### src/rtl/gbn_pkg.sv
package gbn_pkg;
  localparam int IDX_W = 8;

  // Smallest r with 2^r >= dataW + r + 1 (single-error Hamming check width).
  function automatic int calcChkBits(input int dataW);
    int r;
    r = 1;
    while ((1 << r) < dataW + r + 1) r++;
    return r;
  endfunction

  // Control-to-datapath strobes.
  typedef struct packed {
    logic             wrEn;
    logic             sendEn;
    logic [IDX_W-1:0] wrIdx;
    logic [IDX_W-1:0] rdIdx;
  } gbnStrobe_t;
endpackage

### src/rtl/gbn_hamming_enc.sv
module gbn_hamming_enc
  import gbn_pkg::*;
#(
  parameter int DATA_W = 32,
  localparam int CHK_W  = calcChkBits(DATA_W),
  localparam int CODE_W = DATA_W + CHK_W
) (
  input  logic [DATA_W-1:0] dataIn,
  output logic [CODE_W-1:0] codeOut
);
  always_comb begin
    logic [CODE_W-1:0] cw;
    logic par;
    int d;
    cw = '0;
    d = 0;
    // Scatter payload into non-power-of-two positions.
    for (int pos = 1; pos <= CODE_W; pos++) begin
      if ((pos & (pos - 1)) != 0) begin
        cw[pos-1] = dataIn[d];
        d++;
      end
    end
    // Each check bit covers the positions whose index has that bit set.
    for (int j = 0; j < CHK_W; j++) begin
      par = 1'b0;
      for (int pos = 1; pos <= CODE_W; pos++) begin
        if (((pos >> j) & 1) == 1) par = par ^ cw[pos-1];
      end
      cw[(1 << j) - 1] = par;
    end
    codeOut = cw;
  end
endmodule

### src/rtl/gbn_out_dpath.sv
module gbn_out_dpath
  import gbn_pkg::*;
#(
  parameter int DATA_W = 32,
  parameter int DEPTH  = 4,
  localparam int CHK_W  = calcChkBits(DATA_W),
  localparam int CODE_W = DATA_W + CHK_W
) (
  input  logic              clk,
  input  logic              rst_n,
  input  gbnStrobe_t        strb,
  input  logic [DATA_W-1:0] inFlit,
  output logic              linkValid,
  output logic [CODE_W-1:0] linkFlit
);
  localparam int AW = $clog2(DEPTH);

  logic [DATA_W-1:0] ring [DEPTH];
  logic [DATA_W-1:0] rdData;
  logic [CODE_W-1:0] codeWord;
  logic [2*(IDX_W-AW)-1:0] unusedIdx;

  assign unusedIdx = {strb.wrIdx[IDX_W-1:AW], strb.rdIdx[IDX_W-1:AW]};

  always_ff @(posedge clk) begin
    if (strb.wrEn) ring[strb.wrIdx[AW-1:0]] <= inFlit;
  end

  assign rdData = ring[strb.rdIdx[AW-1:0]];

  gbn_hamming_enc #(.DATA_W(DATA_W)) u_enc (
    .dataIn (rdData),
    .codeOut(codeWord)
  );

  always_ff @(posedge clk) begin
    if (!rst_n) begin
      linkValid <= 1'b0;
      linkFlit  <= '0;
    end else begin
      linkValid <= strb.sendEn;
      if (strb.sendEn) linkFlit <= codeWord;
    end
  end
endmodule

### src/rtl/gbn_out_ctrl.sv
module gbn_out_ctrl
  import gbn_pkg::*;
#(
  parameter int DEPTH   = 4,
  parameter int RTT     = 4,
  parameter bit USE_ARQ = 1'b1
) (
  input  logic       clk,
  input  logic       rst_n,
  input  logic       inValid,
  input  logic       nack,
  output logic       inReady,
  output gbnStrobe_t strb
);
  localparam int AW = $clog2(DEPTH);
  localparam int PW = AW + 1;

  logic [PW-1:0] wrPtr, sendPtr, ackPtr, fill;
  logic nackEff, pending, sendEn, wrEn, retire;

  assign nackEff = nack & USE_ARQ;
  assign fill    = wrPtr - ackPtr;
  assign inReady = (fill != PW'(DEPTH));
  assign wrEn    = inValid & inReady;
  assign pending = (sendPtr != wrPtr);
  assign sendEn  = pending & ~nackEff;

  generate
    if (USE_ARQ) begin : g_arq
      // One bit per sent flit, shifting once per cycle; the bit leaving
      // the top marks the oldest outstanding flit as safe.
      logic [RTT-1:0] agePipe;
      always_ff @(posedge clk) begin
        if (!rst_n)       agePipe <= '0;
        else if (nackEff) agePipe <= '0;
        else              agePipe <= {agePipe[RTT-2:0], sendEn};
      end
      assign retire = agePipe[RTT-1] & ~nackEff;
    end else begin : g_fifo
      assign retire = sendEn;
    end
  endgenerate

  always_ff @(posedge clk) begin
    if (!rst_n) begin
      wrPtr   <= '0;
      sendPtr <= '0;
      ackPtr  <= '0;
    end else begin
      if (wrEn) wrPtr <= wrPtr + PW'(1);
      if (nackEff)     sendPtr <= ackPtr;
      else if (sendEn) sendPtr <= sendPtr + PW'(1);
      if (retire) ackPtr <= ackPtr + PW'(1);
    end
  end

  assign strb.wrEn   = wrEn;
  assign strb.sendEn = sendEn;
  assign strb.wrIdx  = IDX_W'(wrPtr[AW-1:0]);
  assign strb.rdIdx  = IDX_W'(sendPtr[AW-1:0]);
endmodule

### src/rtl/gbn_out_channel.sv
module gbn_out_channel
  import gbn_pkg::*;
#(
  parameter int DATA_W  = 32,
  parameter int DEPTH   = 4,
  parameter int RTT     = 4,
  parameter bit USE_ARQ = 1'b1,
  localparam int CHK_W  = calcChkBits(DATA_W),
  localparam int CODE_W = DATA_W + CHK_W
) (
  input  logic              clk,
  input  logic              rst_n,
  input  logic              inValid,
  input  logic [DATA_W-1:0] inFlit,
  output logic              inReady,
  input  logic              nack,
  output logic              linkValid,
  output logic [CODE_W-1:0] linkFlit
);
  gbnStrobe_t strb;

  gbn_out_ctrl #(.DEPTH(DEPTH), .RTT(RTT), .USE_ARQ(USE_ARQ)) u_ctrl (
    .clk    (clk),
    .rst_n  (rst_n),
    .inValid(inValid),
    .nack   (nack),
    .inReady(inReady),
    .strb   (strb)
  );

  gbn_out_dpath #(.DATA_W(DATA_W), .DEPTH(DEPTH)) u_dpath (
    .clk      (clk),
    .rst_n    (rst_n),
    .strb     (strb),
    .inFlit   (inFlit),
    .linkValid(linkValid),
    .linkFlit (linkFlit)
  );
endmodule

### config.mk
export PLATFORM = sky130hd
export DESIGN_NAME = gbn_out_channel
export DESIGN_NICKNAME = d
export VERILOG_FILES = /design/src/rtl/gbn_pkg.sv /design/src/rtl/gbn_hamming_enc.sv /design/src/rtl/gbn_out_dpath.sv /design/src/rtl/gbn_out_ctrl.sv /design/src/rtl/gbn_out_channel.sv
export SDC_FILE = /design/constraint.sdc
export NUM_CORES = 1
export LEC_CHECK = 0
export BUFFER_PORTS_ARGS = -buffer_cell sky130_fd_sc_hd__clkbuf_2
export CORE_UTILIZATION = 60
export DETAILED_ROUTE_END_ITERATION = 6
export PLACE_DENSITY = 0.88
export SKIP_LAST_GASP = 1
export SYNTH_ARGS = -nofsm -noshare
export SYNTH_HDL_FRONTEND = slang
export SYNTH_SLANG_ARGS = --single-unit
export TNS_END_PERCENT = 100
### constraint.sdc
create_clock -name clk -period 3.8 [get_ports clk]
set_input_delay 0.76 -clock clk [delete_from_list [all_inputs] [get_ports clk]]
set_output_delay 0.76 -clock clk [all_outputs]
set_load 0.05 [all_outputs]
* Word level (Yosys, flattened, before mapping) *
Memory sizes are Yosys's and may differ from the RTL's. A register that Yosys moved wholly into a read port is not among the register bits.
Cells that the tools add are included.

storage, ports and cells
  memory bits (writable) = 128
  register bits after elaboration = 52
  output and inout bits = 40
  logic and storage cells = 110
  memories = 1
  input port bits = 36
  bits in read-only memories = 0
  latch bits = 0

memory list
  name          depth  bits a word  rd ports  clocked after Yosys merged registers in  wr ports  line                 text
  u_dpath.ring  4      32           1         1                                        1         gbn_out_dpath.sv:18  logic [DATA_W-1:0] ring [DEPTH];

cells by class
  equality and inequality tests = 2
  $lt $le $gt $ge = 0
  multipliers = 0
  add/subtract/negate cells = 4
  reductions and logical operators = 2
  bitwise gates (word level) = 89
  multiplexer cells = 6
  shifts and indexed selects = 0
  div/mod/pow operators = 0

operator list
  cell                                          number
  XOR 1 bit                                     84
  adder 3 x 1 -> 3 bit (second input constant)  3
  2-to-1 mux 3 bit                              2
  2-to-1 mux 2 bit                              2
  bitwise AND 1 bit                             3
  != test 3 bit                                 1
  != test 3 bit (second input constant)         1
  subtractor 3 bit                              1
  2-to-1 mux 1 bit                              2
  NOT 1 bit                                     2
  nonzero test 2 bit                            1
  OR reduction 2 bit                            1

* Logic depth before layout (Yosys ltp) *
Gate-level depths: netlist of the first run.

  depth in word-level cells = 17
  gate-level depth with buffers = 9
  mapped depth without buffers = 8

* By module *
From an unflattened synthesis of the first run, not the netlist that was laid out.

second synthesis, totals
  cells, all modules = 466
  area, all modules = 7846.3 µm²

by module, submodules not included
  module           sequential area each (µm²)  cells each  instances  area each (µm²)
  gbn_out_dpath    4624.4                      297         1          6142.1
  gbn_hamming_enc  0.0                         74          1          864.6
  gbn_out_ctrl     260.2                       95          1          839.6

* Least setup slack after synthesis of the first run *
OpenSTA, ideal clock, no wires.

  path type = register -> register
  from = register u_ctrl.wrPtr[0]
  to = memory u_dpath.ring[3][0], enable pin
  setup time = 0.394 ns
  stages on the path, launching flop included = 7
  data arrival time = 2.193 ns
  clock period less this slack = 2.586 ns
  slack = 1.214 ns
  path buffers = 0
  data required time = 3.406 ns
  path through = dfxtp_1 inv_1 ha_1 nor2b_1 xnor2_1 a31oi_1 and2_1

between the ends
  cells in the longest elaborated chain, start to end = 5

RTL lines
  item                                    line                 text
  start: declaration                      gbn_out_ctrl.sv:18   logic [PW-1:0] wrPtr, sendPtr, ackPtr, fill;
  start signal: assignment                gbn_out_ctrl.sv:50   if (wrEn) wrPtr <= wrPtr + PW'(1);
  subtractor 3 bit                        gbn_out_ctrl.sv:22   assign fill = wrPtr - ackPtr;
  != test 3 bit                           gbn_out_ctrl.sv:23   assign inReady = (fill != PW'(DEPTH));
  bitwise AND 1 bit                       gbn_out_ctrl.sv:24   assign wrEn = inValid & inReady;
  2-to-1 mux 1 bit                        gbn_out_dpath.sv:26  if (strb.wrEn) ring[strb.wrIdx[AW-1:0]] <= inFlit;
  2-to-1 mux 1 bit (not written as such)  gbn_out_dpath.sv:26
  end: declaration                        gbn_out_dpath.sv:18

Parallel ways exist; a longest one is shown, timed or not.

==> metrics, run 1 <==
Max VDD drop 0.450 mV; Psw 1550 uW; max_cap viols 0; worst path buffer plus inverter count 0; buffer depth of the longest clock path 2; remaining global-route overflow 0; cell area after synthesis 7290 sq um; Hold Buf Count CTS 0; post-cts resize count 0; clock power share 0.324; Worst-Margin Slew 0.887 ns; Die H 112 microns; routed vias 4177; sw frac 0.282; ANT cells 0; most frequent CP cell xnor2_1; area of the core 11600 sq um; Die Wd 112 microns; peak fanout along the critical path 18; I/O Buffers 75; sequential power share 0.429; Worst path slowest cell dfxtp_1; critical path class reg -> reg; post-route ant nets 0; Hold WC Path Type reg -> reg; Fin Setup TNS 0 ns; Core Rows 39; final worst setup slack 0.752 ns; CP max stage delay 0.90 ns; area delta synth->final 15.4%; run status finished with violations; Int Pwr 3930 uW; PD cells 651 nW/um^2; share of cells above drive strength 1 0.250; worst path cell trace mux4_2, xnor2_1, xnor2_1, xnor3_1, xnor2_1, a211oi_1; Layout fillers 726; flops & latches, synth 182; Clock Skews 0.00706 ns; clock tree from TritonCTS yes; vias in the first global route 4285; Pleak 0.00306 uW; GRT Total Usage 0.259; period utilisation layout 0.802; area of the die 12600 sq um; Syn Nets 499; Worst path top cell family by delay XOR/XNOR gates; CTS sink cnt 182; CP required 4.14 ns; Initial Util 0.628; Hold Violations, Final 0; # DRC 6; GPL Wtd Cong 0.789; final-stage net count 583; Clock Latency Late Sink 0.43 ns; boundary pin count 76; Slew headroom 0.408; Slew Limit Fails 0; # Post-CTS Setup Buffers 0; RSZ-0062 raised after global routing false; Ys Warns 0; Hold Slack 0.436 ns; Via density 6.02; clk slew on worst S/H paths 0.06 ns; Detailed Route WL 15400 microns; crit start category flop; setup violators final 0; initial antenna violation count 0; Unique masters post-synth 30; DP HPWL 9800 microns; Layout Utilization 0.724; initial drt markers 359; area fraction of the dominant cell type after synthesis 0.527; CTS Buf Count 17; failing checks DRC; crit end category flop; H-tree depth 4; WL/cell 22.2 microns; clk root buf clkbuf_16; TritonRoute pass-1 iters 7; pin count of the biggest net entering global routing 34; area leader, netlist edfxtp_1; Mean Syn Cell Area 16.0 sq um; minimum clock period 3.05 ns; Logic pwr share 0.247; top post-synthesis cells by area edfxtp_1 (53%), dfxtp_1 (15%), mux4_1 (5.8%); pre-CTS setup slack 0.799 ns; CP Data Arrival Time 3.39 ns; sequential share of the synthesized area 0.676; first-pass GRT wire length 23400 microns; Fmax 328 MHz; Syn Inst Count 455
## area by class of cell
class                           count  area (sq um)  area share
Clock inverter                     12           160      0.0190
Sequential cell                   182          4930       0.586
Tap cell                          143           179      0.0213
Multi-Input combinational cell    247          2230       0.266
Clock buffer                       19           433      0.0515
Timing Repair Buffer               86           458      0.0545
Inverter                            5          18.8     0.00223
## cells by family after synthesis
logic type      share of synthesized area
flops                               0.676
simple gates                       0.0555
xor+xnor                           0.0884
compound gates                     0.0340
mux                                 0.113
buf+inv                            0.0199
fa+ha+maj                          0.0137
## cells in the final DEF, fill, tap and decap left out, types with 6 or more instances in the layout
cell,n
nand2_1,66
xnor3_1,7
a21oi_1,35
clkbuf_2,75
buf_4,11
dfxtp_1,53
edfxtp_1,128
nor2_1,18
xor2_1,6
and2_1,7
mux4_2,16
xnor2_1,44
ha_1,8
clkbuf_16,17
mux4_1,16
## per-layer routing
metal	track usage	share of wire
met1	0.324	0.39
met2	0.439	0.52
met3	0.0562	0.070
met4	0.116	0.024
met5	0	0
## power by group through the flow
stage	Combinational [uW]	Clock, uW	Sequential, uW
after detailed placement	1340	0	2390
after CTS	1360	1790	2350
after global placement	1290	0	2380
after floorplan	845	0	2580
final	1350	1780	2350
after global routing	1420	1870	2360
## stage by stage
| step | std cells | total power (uW) | cell area, sq um |
|---|---|---|---|
| after floorplan | 455 | 3430 | 7290 |
| after global placement | 663 | 3670 | 7820 |
| after detailed placement | 663 | 3730 | 7820 |
| after CTS | 694 | 5500 | 8410 |
| after global routing | 694 | 5650 | 8410 |
| final | 694 | 5470 | 8410 |
## registers in the layout (all words and copies together), names as in the netlist, named ones only
name and count:
u_dpath.ring 128, u_ctrl.ackPtr 3, u_ctrl.wrPtr 3, u_ctrl.sendPtr 3
u_ctrl.g_arq.agePipe 4, u_dpath.linkValid 1, u_dpath.linkFlit 38
## cells in the mapped netlist (all sizes together)
master	number
edfxtp	128
nand2	66
dfxtp	54
xnor2	47
a21oi	35
mux4	32
nor2	18
clkbuf	14
ha	8
and2	7
buf	7
xnor3	7
xor2	6
inv	5
a211oi	4
nand3	4
mux2i	3
a31o	2
a31oi	2
nor2b	2
mux2	1
nand2b	1
o31ai	1
or3	1
## worst paths after layout
path | end | start | depth (start not counted) | slack, ns
max | u_dpath.linkFlit[1] | flop | 6 | 0.75
min | u_ctrl.g_arq.agePipe[3] | u_ctrl.g_arq.agePipe[2] | 1 | 0.44
max reg2reg | u_dpath.linkFlit[1] | flop | 6 | 0.75
min reg2reg | u_ctrl.g_arq.agePipe[3] | u_ctrl.g_arq.agePipe[2] | 1 | 0.44
(Power assumes the default switching activity.)
==> inputs of run 2 (changes only) <==
--- a/config.mk
+++ b/config.mk
@@ -6,9 +6,9 @@
 export NUM_CORES = 1
 export LEC_CHECK = 0
 export BUFFER_PORTS_ARGS = -buffer_cell sky130_fd_sc_hd__clkbuf_2
-export CORE_UTILIZATION = 60
+export CORE_UTILIZATION = 53
 export DETAILED_ROUTE_END_ITERATION = 6
-export PLACE_DENSITY = 0.88
+export PLACE_DENSITY = 0.83
 export SKIP_LAST_GASP = 1
 export SYNTH_ARGS = -nofsm -noshare
 export SYNTH_HDL_FRONTEND = slang
==> constraint.sdc (replaced) <==
create_clock -name clk -period 2.5 [get_ports clk]
set_input_delay 0.5 -clock clk [delete_from_list [all_inputs] [get_ports clk]]
set_output_delay 0.5 -clock clk [all_outputs]
set_load 0.05 [all_outputs]
==> run 2 against run 1 <==
Compared with the run above: the flow finishes with violations (setup timing); design area increased by 4.7%; global-route usage decreased by 2.4 points; register-to-register slack got worse by 0.78 ns; utilization decreased by 6.5 points; power increased by 59%; clock-buffer cell count increased by 1; sequential cell count unchanged; combinational power increased by 76%; fmax increased by 20%; cell count increased by 9.7%; die area increased by 13%; critical path type unchanged; critical endpoint is now u_dpath.linkFlit[0]; largest power group unchanged.
==> metrics, run 2 (synthesis results as in run 1) <==
run status finished with violations; failing checks setup timing; pin count of the biggest net entering global routing 26 (-24%); Initial Util 0.546 (-0.0815); Worst-Margin Slew 0.494 ns (-0.392 ns); max FFs per register 128 (unchanged); ANT cells 0 (unchanged); final-stage net count 616 (+5.7%); Clock Latency Late Sink 0.43 ns (about the same); Clock Skews 0.00493 ns (-0.00213 ns); CTS sink cnt 182 (unchanged); initial antenna violation count 0 (unchanged); remaining global-route overflow 0 (unchanged); Core Rows 42 (+7.7%); initial drt markers 332 (-7.5%); Layout fillers 939 (+29%); PD cells 992 nW/um^2 (+52%); clk root buf clkbuf_16; pre-CTS setup slack -0.159 ns (-0.958 ns); area delta synth->final 20.7%; WL/cell 20.4 microns (-7.9%); Hold Violations, Final 0 (unchanged); period utilisation layout 1.01 (+0.211); area post-placement 8110 sq um (+3.8%); Pleak 0.00324 uW (+5.8%); Die H 119 microns (+6.3%); share of cells above drive strength 1 0.342 (+0.0914); CP Data Arrival Time 2.87 ns (-0.52 ns); area of the die 14200 sq um (+13%); Hold WC Path Type in -> reg; crit end category flop; I/O Buffers 75 (unchanged); CP required 2.84 ns (-1.30 ns); Hold Slack 0.285 ns (-0.151 ns); setup violators final 4 (+4); area of the core 13300 sq um (+15%); Slew headroom 0.670 (+0.262); most frequent cells in the layout edfxtp_1 (128), clkbuf_2 (75), nand2_1 (66), dfxtp_1 (52), buf_4 (40); Fmax 395 MHz (+20%); first-pass GRT wire length 24100 microns (+2.9%); CTS Buf Count 17 (unchanged); most common cell after layout, fill and taps aside edfxtp_1; boundary pin count 76 (unchanged); H-tree depth 4 (unchanged); max_cap viols 0 (unchanged); peak fanout along the critical path 9 (-9); clk slew on worst S/H paths 0.06 ns (about the same); final worst setup slack -0.0318 ns (-0.784 ns); RSZ-0062 raised after global routing true; clock tree from TritonCTS yes; Max VDD drop 0.607 mV (+35%); post-route ant nets 0 (unchanged); Slew Limit Fails 0 (unchanged); Die Wd 119 microns (+6.3%); minimum clock period 2.53 ns (-0.516 ns); GPL Wtd Cong 0.820 (+3.9%); buffer depth of the longest clock path 2 (unchanged); Fin Setup TNS -0.0788 ns (-0.0788 ns); TritonRoute pass-1 iters 5 (-2); PnR Total Power 8730 uW (+59%); DP HPWL 10300 microns (+5.6%); critical path class reg -> reg; crit start category flop; vias in the first global route 4384 (+2.3%); Detailed Route WL 15500 microns (+1.0%); routed vias 4223 (+1.1%); # DRC 0 (-6); Via density 5.55 (-7.8%); GRT Total Usage 0.235 (-0.0245); Design Area, Final 8800 sq um (+4.7%)
-- run 2: final cells by class --
cell class              count  area [sq um]  area share
flip-flops and latches    182          4930       0.560
repair buffers            119           763      0.0867
well taps                 176           220      0.0250
inverters                   5          18.8     0.00213
clock inverters            12           178      0.0202
clock buffers              20           437      0.0496
multi-input cells         247          2250       0.256
-- run 2: timing repair --
| item | in CTS | in global routing |
|---|---|---|
| buffers inserted | 3 | 1 |
| cloned | 1 | 0 |
| endpoints found under the setup margin | 5 | 6 |
| pin swaps | 6 | 2 |
| hold buffers | 0 | 0 |
| gates resized for setup | 22 | 5 |
-- run 2: worst paths after layout --
check	from	endpoint	slack [ns]	depth (start not counted)
worst max-delay path	flop	u_dpath.linkFlit[0]	-0.03	9
worst min-delay path	inFlit[8]	u_dpath.ring[1][8]	0.29	1
worst max register to register	flop	u_dpath.linkFlit[0]	-0.03	9
worst min register to register	u_ctrl.g_arq.agePipe[0]	u_ctrl.g_arq.agePipe[1]	0.44	1
-- run 2: stage by stage --
stage | util | instances
after floorplan | - | 455
after global placement | 0.608 | 724
after detailed placement | 0.608 | 724
after CTS | 0.657 | 760
after global routing | 0.659 | 761
final | 0.659 | 761
-- run 2: metal layers --
layer	part of all wire	vias up	global-route usage
met5	0	-	0
met4	0.031	0	0.0997
met3	0.067	40	0.0570
met2	0.50	173	0.376
met1	0.40	2108	0.308
li1	-	1902	-
-- run 2: report_power, final --
part / internal [uW] / switching (uW)
Clock: 1680 / 1110
Combinational: 1100 / 1280
Sequential: 3450 / 117
-- run 2: worst max-delay path, cell delays in order (launching register included) --
cell and delay (ns):
dfxtp_4 0.42, buf_12 0.16, mux4_2 0.57, xnor2_2 0.17, buf_4 0.14, buf_4 0.13, xnor2_1 0.19, xnor2_1 0.17
xnor3_1 0.27, o31ai_1 0.23
==> inputs of run 3 (changes only) <==
==> constraint.sdc (replaced) <==
create_clock -name clk -period 2.5 [get_ports clk]
set_input_delay 0.375 -clock clk [delete_from_list [all_inputs] [get_ports clk]]
set_output_delay 0.375 -clock clk [all_outputs]
set_load 0.05 [all_outputs]
==> run 3 against run 2 <==
Compared with the run above: the run still ends with setup timing left; wire length rose by 0.53%; die area unchanged; worst setup slack got worse by 0.025 ns; largest power group unchanged; sequential share of layout area shrank 1.2 points; clock power decreased by 1%; via count up 0.50%; critical path depth is 1 lower; sequential power hardly changed; largest cell class unchanged; sequential cell count did not move; fmax decreased by 0.98%; worst hold slack lost 0.12 ns; cell count grew 1.6%.
==> metrics, run 3 (synthesis results as in run 1) <==
run status finished with violations; failing checks setup timing; Detailed Route WL 15600 microns (+0.53%); Hold Crit Depth 1 (unchanged); buffer depth of the longest clock path 2 (unchanged); worst path buffer plus inverter count 2 (-1); multi-input combinational cell area 2330 sq um (+3.6%); area of the die 14200 sq um (unchanged); DP HPWL 10000 microns (-3.0%); Core Rows 42 (unchanged); final worst setup slack -0.0568 ns (-0.0250 ns); sequential power share 0.403 (-0.005); CP required 2.87 ns (+0.03 ns); Hold Violations, Final 0 (unchanged); Die H 119 microns (unchanged); Int Pwr 6300 uW (+1.4%); Layout fillers 892 (-5.0%); Slew headroom 0.659 (-0.0116); max FFs per register 128 (unchanged); PD cells 984 nW/um^2 (-0.81%); final-stage net count 628 (+1.9%); area of the core 13300 sq um (unchanged); Worst path top cell family by delay multiplexers; initial drt markers 327 (-1.5%); Worst-Margin Slew 0.512 ns (+0.0173 ns); boundary pin count 76 (unchanged); clk root buf clkbuf_16; first-pass GRT wire length 23300 microns (-3.1%); routed vias 4244 (+0.50%); Via density 5.49 (-1.1%); cells on worst reg2reg path 8 (-1); Psw 2530 uW (+1.1%); Worst path slowest cell mux4_2; clock tree from TritonCTS yes; vias in the first global route 4204 (-4.1%); Pleak 0.00336 uW (+3.6%); Clock Skews 0.00806 ns (+0.00314 ns); worst path cell trace buf_12, buf_4, mux4_2, xnor2_2, xnor3_1, or3_4, mux2i_2, a31o_2; TritonRoute pass-1 iters 5 (unchanged); Initial Util 0.546 (unchanged); area delta synth->final 23.3%; share of cells above drive strength 1 0.367 (+0.0250); initial antenna violation count 0 (unchanged); Fmax 391 MHz (-0.98%); sw frac 0.287 (-0.000585); max_cap viols 0 (unchanged); Hold WC Path Type in -> reg; minimum clock period 2.56 ns (+0.0250 ns); GRT Total Usage 0.228 (-0.00688); post-route ant nets 0 (unchanged); CP max stage delay 0.54 ns (-0.03 ns); # DRC 0 (unchanged); CTS Buf Count 17 (unchanged); clock power share 0.311 (-0.008); crit end category flop; I/O Buffers 75 (unchanged); ANT cells 0 (unchanged); Crit path depth 8 (-1); pin count of the biggest net entering global routing 30 (+15%); critical path class reg -> reg; Logic pwr share 0.286 (+0.014); Hold Path Sink u_dpath.ring[3][18]; WL/cell 20.2 microns (-1.0%); RSZ-0062 raised after global routing true; pre-CTS setup slack -0.164 ns (-0.00571 ns); Hold Slack 0.162 ns (-0.124 ns); Max VDD drop 0.619 mV (+2.0%); Die Wd 119 microns (unchanged); peak fanout along the critical path 10 (+1); reg2reg setup slack -0.06 ns (-0.03 ns); most frequent cells in the layout edfxtp_1 (128), clkbuf_2 (75), nand2_1 (66), dfxtp_1 (53), buf_4 (50); CP Data Arrival Time 2.93 ns (+0.06 ns); crit start category flop; GPL Wtd Cong 0.796 (-2.9%); remaining global-route overflow 0 (unchanged); Worst Hold Launch inFlit[18]; register area 4930 sq um (about the same); Critical R2R Capture u_dpath.linkFlit[7]; period utilisation layout 1.02 (+0.0100); CTS sink cnt 182 (unchanged); Clock Latency Late Sink 0.43 ns (about the same); setup violators final 3 (-1); H-tree depth 4 (unchanged); Slew Limit Fails 0 (unchanged); clk slew on worst S/H paths 0.07 ns (about the same); Hold Buf Count CTS 0 (unchanged); most common cell after layout, fill and taps aside edfxtp_1
run 3: final cells by class:
cell class / count / share of cell area
tap: 176 / 0.0245
multi-input combinational: 247 / 0.260
timing repair buffer: 131 / 0.0959
inverter: 5 / 0.00209
clock inverter: 10 / 0.0128
sequential: 182 / 0.549
clock buffer: 22 / 0.0563
run 3: how the worst max path moves through the flow:
stage | slack [ns] | start | to
finish | -0.06 | flop | u_dpath.linkFlit[7]
global route | -0.16 | flop | u_dpath.linkFlit[7]
CTS | -0.03 | flop | u_dpath.linkFlit[1]
detailed placement | -0.16 | flop | u_dpath.linkFlit[1]
global placement | -0.04 | flop | u_dpath.linkFlit[15]
floorplan | 0.06 | flop | u_dpath.linkFlit[7]
run 3: what timing repair did:
item                       in CTS  in global routing
setup endpoints to repair       5                  5
pin swaps                       9                 12
gates resized for setup        21                 13
cloned                          1                  0
setup buffers                   9                  9
hold endpoints to repair        0                  0
run 3: power groups by stage:
stage	combinational [uW]	clock (uW)	sequential, uW
floorplan	1290	0	3920
global placement	2130	0	3600
detailed placement	2200	0	3610
CTS	2380	2770	3550
global route	2670	2900	3570
finish	2530	2750	3560
run 3: stage by stage:
step / utilization / total power, uW / instances / cell area [sq um] / setup TNS (ns)
CTS: 0.662 / 8700 / 765 / 8840 / -0.0434
global placement: 0.607 / 5730 / 723 / 8100 / -0.102
detailed placement: 0.607 / 5810 / 723 / 8100 / -0.502
finish: 0.673 / 8840 / 773 / 8980 / -0.115
floorplan: - / 5210 / 455 / 7290 / 0
global route: 0.673 / 9150 / 773 / 8980 / -0.634
run 3: routing by layer:
metal / track usage / vias to the layer above / wire [microns]
met5: 0 / - / 0
met4: 0.0807 / 0 / 216
met3: 0.0618 / 17 / 1020
met2: 0.367 / 185 / 7910
met1: 0.299 / 2112 / 6470
li1: - / 1930 / -
